<file path="src/rtl/sleep_down_timer.sv">
module sleep_down_timer #(
  parameter int TENS_W = 3,
  parameter int ONES_W = 4
) (
  input  logic              clk,
  input  logic              rst_n,
  input  logic              sleep_view,
  input  logic              hour_btn,
  input  logic              min_btn,
  input  logic              snooze_btn,
  input  logic              alarm_on,
  input  logic              min_tick,
  input  logic              tick_2hz,
  output logic              hours,
  output logic [TENS_W-1:0] min_tens,
  output logic [ONES_W-1:0] min_ones,
  output logic              sleep_on,
  output logic              blank_hr_tens
);

  logic view_q;
  logic entry, clear, fast, step, nonzero;

  assign entry         = sleep_view & ~view_q;
  assign clear         = snooze_btn & ~alarm_on;
  assign fast          = sleep_view & min_btn & tick_2hz;
  assign nonzero       = hours | (min_tens != '0) | (min_ones != '0);
  assign step          = (fast | min_tick) & nonzero;
  assign sleep_on      = nonzero;
  assign blank_hr_tens = sleep_view;

  always_ff @(posedge clk or negedge rst_n) begin
    if (!rst_n) begin
      view_q   <= 1'b0;
      hours    <= 1'b0;
      min_tens <= '0;
      min_ones <= '0;
    end else begin
      view_q <= sleep_view;
      if (clear) begin
        hours    <= 1'b0;
        min_tens <= '0;
        min_ones <= '0;
      end else if (entry) begin
        hours    <= hour_btn;
        min_tens <= TENS_W'(5);
        min_ones <= ONES_W'(9);
      end else if (step) begin
        if (min_ones != '0) begin
          min_ones <= min_ones - 1'b1;
        end else if (min_tens != '0) begin
          min_tens <= min_tens - 1'b1;
          min_ones <= ONES_W'(9);
        end else begin
          hours    <= 1'b0;
          min_tens <= TENS_W'(5);
          min_ones <= ONES_W'(9);
        end
      end
    end
  end


  entry_short_chk: assert property (@(posedge clk) disable iff (!rst_n)
    (entry && !clear && !hour_btn) |=> (!hours && min_tens == 5 && min_ones == 9));


  entry_long_chk: assert property (@(posedge clk) disable iff (!rst_n)
    (entry && !clear && hour_btn) |=> (hours && min_tens == 5 && min_ones == 9));


  snooze_clear_chk: assert property (@(posedge clk) disable iff (!rst_n)
    clear |=> !sleep_on);


  floor_chk: assert property (@(posedge clk) disable iff (!rst_n)
    (!sleep_on && !entry) |=> !sleep_on);


  digit_range_chk: assert property (@(posedge clk) disable iff (!rst_n)
    (min_tens <= 5 && min_ones <= 9));


  idle_hold_chk: assert property (@(posedge clk) disable iff (!rst_n)
    (!entry && !clear && !min_tick && !(sleep_view && min_btn && tick_2hz))
      |=> ($stable(hours) && $stable(min_tens) && $stable(min_ones)));

endmodule

</file>
<file path="config.mk">
export PLATFORM = sky130hd
export DESIGN_NAME = sleep_down_timer
export DESIGN_NICKNAME = d
export VERILOG_FILES = /design/src/rtl/sleep_down_timer.sv
export SDC_FILE = /design/constraint.sdc
export NUM_CORES = 1
export LEC_CHECK = 0
export BUFFER_PORTS_ARGS = -buffer_cell sky130_fd_sc_hd__buf_2
export CAP_MARGIN = 20
export CORE_AREA = 4 4 41 43
export CTS_CLUSTER_DIAMETER = 80
export DETAILED_ROUTE_END_ITERATION = 8
export DIE_AREA = 0 0 45 47
export PLACE_DENSITY = 0.66
export SYNTH_ARGS = -nofsm -noshare
export SYNTH_HDL_FRONTEND = slang
export SYNTH_SLANG_ARGS = --single-unit
</file>
<file path="constraint.sdc">
create_clock -name clk -period 3.75 [get_ports clk]
set_input_delay 0.1875 -clock clk [delete_from_list [all_inputs] [get_ports clk]]
set_output_delay 0.1875 -clock clk [all_outputs]
set_load 0.01 [all_outputs]
</file>
==> results.md <==
- The flow ran to the end, and the final reports show no timing, DRC or antenna violations.
- Setup repair after global routing left no endpoint under its margin.
- The cell area after synthesis is 515.5 µm².
- The net count of the mapped netlist is 64.
- The pre-CTS worst setup slack is 1843 ps.
- The Yosys warning count is 0.
- Cells fill 50.19% of the core in the end.
- Subtracting the final worst setup slack from the clock period gives 1920 ps.
- The critical path startpoint category is a register.
- The later pin in the worst-skew pair is clocked with a latency of 270 ps.
- Summed over all cells, the static leakage comes to 0.0002988 µW.
- The relative slew slack is 60.55%.
- The slew at the pin with the worst max-slew slack is 589.0 ps.
- The critical path is of the register to register type.
- The layout has 135 filler cells.
- CTS built an H-tree with a depth of 1.
- In the layout the commonest cells are buf_2 (18), dfrtp_1 (9), a21oi_1 (6).
- The arrival time at the worst endpoint is 2110 ps.
- In the final routed layout, each cell accounts on average for 13.49 µm.
- Sequential elements use 43.69% of the synthesized area.
- 0 antenna diodes ended up in the layout.
- The via-per-instance ratio is 5.473.
- Port buffering added 18 buffers.
- The portion of netlist area occupied by mux cells is 3.883%.
- The type of the tightest min-delay check is input pin to register.
- The dominant combinational cell family by area after synthesis is simple AND/OR/NAND/NOR gates.
- The first routing iteration left 9 violations.
- After clock tree synthesis, the setup repair step added 0 buffers.
- The first global-routing pass estimated 2166 µm of wire.
- The maximum vdd ir drop is 0.0002179 V.
- The library cell used most frequently in the layout, excluding fill and tap cells, is buf_2.
- The most used flip-flop cell after synthesis is dfrtp_1.
- Clock-pin slew was measured on the worst setup and hold paths at 60 ps.
- The largest buffer count on any clock path is 2.
- The width of the die is 45 µm.
- The total overflow left after global routing is 0.
- Across all setup checks in the final design, the least slack found is 1830 ps.
- The number of buffers added to fix hold violations after cts is 1.
- The highest clock frequency the design can meet is 0.5208 GHz.
- After routing, the total negative slack on setup checks comes to 0 ps.
- The clock tree root driver cell is clkbuf_4.
- The number of clock buffers added by TritonCTS is 3.
- The congestion estimate from routability-driven global placement came to 0.8242.
- The design draws 331.3 µW.
- The total half-perimeter wirelength after legalization and detailed placement is 917.3 µm.
- The placement-stage cell area is 616.8 µm².
- The net count of the finished layout is 87.
- The post-route antenna net violation count is 0.
- The number of antenna violations at the first check in global routing came to 0.
- The count of instances resized after the clock tree is built is 0.
- The peak fanout along the critical path is 6.
- The design area is 653.1 µm².
- The number of flops mapped to enable cells by yosys is 0.
- The fraction of the mapped netlist area in adder cells is 2.427%.
- The final route contains 498 vias.
- Counting flops and latches in the post-synthesis netlist gives 9.
- The max capacitance violation total is 0.
- The capturing element type of the critical path is a register.
- The final layout contains routed wiring with a total length of 1228 µm.
- For this configuration, the core starts out at a cell density of 39.62%.
- Measured along the y axis, the die boundary spans 47 µm.
- The hold violation count in the final report is 0.
- The setup violation total in the final timing report is 0.
- Relative to the synthesized area, the layout overhead comes to 26.70%.
- After detailed routing, the number of remaining DRC violations is 0.
- The xor and xnor area share after synthesis is 0%.
- The required arrival time at the worst endpoint is 3940 ps.
- The initialized floorplan defines 13 standard-cell rows.
- Counting flops with an async set or reset pin after synthesis yields a share of 100.0%.
- The count of TritonRoute iterations in the first routing pass is 4.
- The final critical-path share of the clock period is 51.20%.
- Clock tree synthesis found a total of 9 sinks.
- The compound-cell area share of the yosys netlist is 20.63%.
- The CTS tree is built.
- Cells with a size suffix above 1 make up 32.89% of the layout.
- 19 I/O pins were placed.
- The maximum clock skew at final layout is 0.5193 ps.
- The core outline area is 0.001301 mm².
- The final max-slew violation count is 0.
- In this run the power density over the cells is 507.2 mW/mm².
- The mean instance size in the synthesized netlist is 9.546 µm².
- Synthesis handed over a netlist of 54 instances.
- In the global route stage, overall resource usage came out at 14.35%.
- The via count of the first global-routing pass was 508.
- Entering global routing, the biggest net connects 10 pins.
- The synthesized netlist devotes 25.73% of its cell area to simple gates.
- Counting distinct cell types in the post-synthesis netlist gives 27.
- The overall die area is 0.002115 mm².
[path summary, 6_finish.rpt]
kind | slack [ps] | start | end | depth (start not counted)
worst max-delay path | 1830 | min_ones[0] | min_tens[0] | 5
worst min-delay path | 80 | sleep_view | view_q | 1
worst max register to register | 1830 | min_ones[0] | min_tens[0] | 5
worst min register to register | 630 | min_tens[2] | min_tens[1] | 2
max in group asynchronous | 3280 | rst_n | min_ones[3] | 2
min in group asynchronous | 290 | rst_n | view_q | 2
[state kept, by name, summed over array words and instances (netlist names)]
register / flops
min_tens: 3
min_ones: 4
view_q: 1
hours: 1
[synthesized netlist by cell type, drive strengths merged (2+ instances only)]
cell type | instances | area [µm²]
dfrtp | 9 | 225.2
nand4b | 2 | 17.52
inv | 3 | 11.26
a31oi | 3 | 18.77
nand2 | 4 | 15.01
nand2b | 2 | 12.51
o21ai | 3 | 15.01
nor4 | 2 | 18.77
nor2 | 4 | 15.01
mux2i | 2 | 20.02
a21oi | 6 | 30.03
[where the power goes]
part	leakage [µW]	switching, µW	internal, µW
Sequential	0.000113	25.4	114
Combinational	0.000171	59.0	55.3
Clock	0.0000150	36.7	41.2
[cell type report]
type	count	area, µm²	share of cell area (%)
flip-flops and latches	9	225.2	34.48
multi-input cells	41	271.5	41.57
well taps	15	18.77	2.874
repair buffers	19	100.1	15.33
inverters	3	11.26	1.724
clock buffers	4	26.28	4.023
[layer usage]
layer  global-route usage, %  vias to the layer above  wire length [µm]
met5                       0                        -                 0
met4                   10.53                        0                36
met1                   18.46                      224               527
li1                        -                      250                 -
met3                   2.299                        5                85
met2                   21.75                       19               578
[kinds of logic after synthesis]
kind of cell	after synthesis
fa+ha+maj	1
mux	2
buf+inv	4
simple gates	21
compound gates	17
flops	9
[worst max-delay path, cell delays in order (launching register included)]
cell and delay (ps):
dfrtp_1 420, inv_1 70, ha_1 230, or3b_4 430
or4_1 520, a31oi_1 170
[metrics by stage]
step	cells	hold slack (ps)
finish	91	77.54
global route	91	88.56
CTS	91	85.69
detailed placement	86	51.20
global placement	86	52.23
floorplan	54	-108.1
Power figures use the tool's default switching activity.
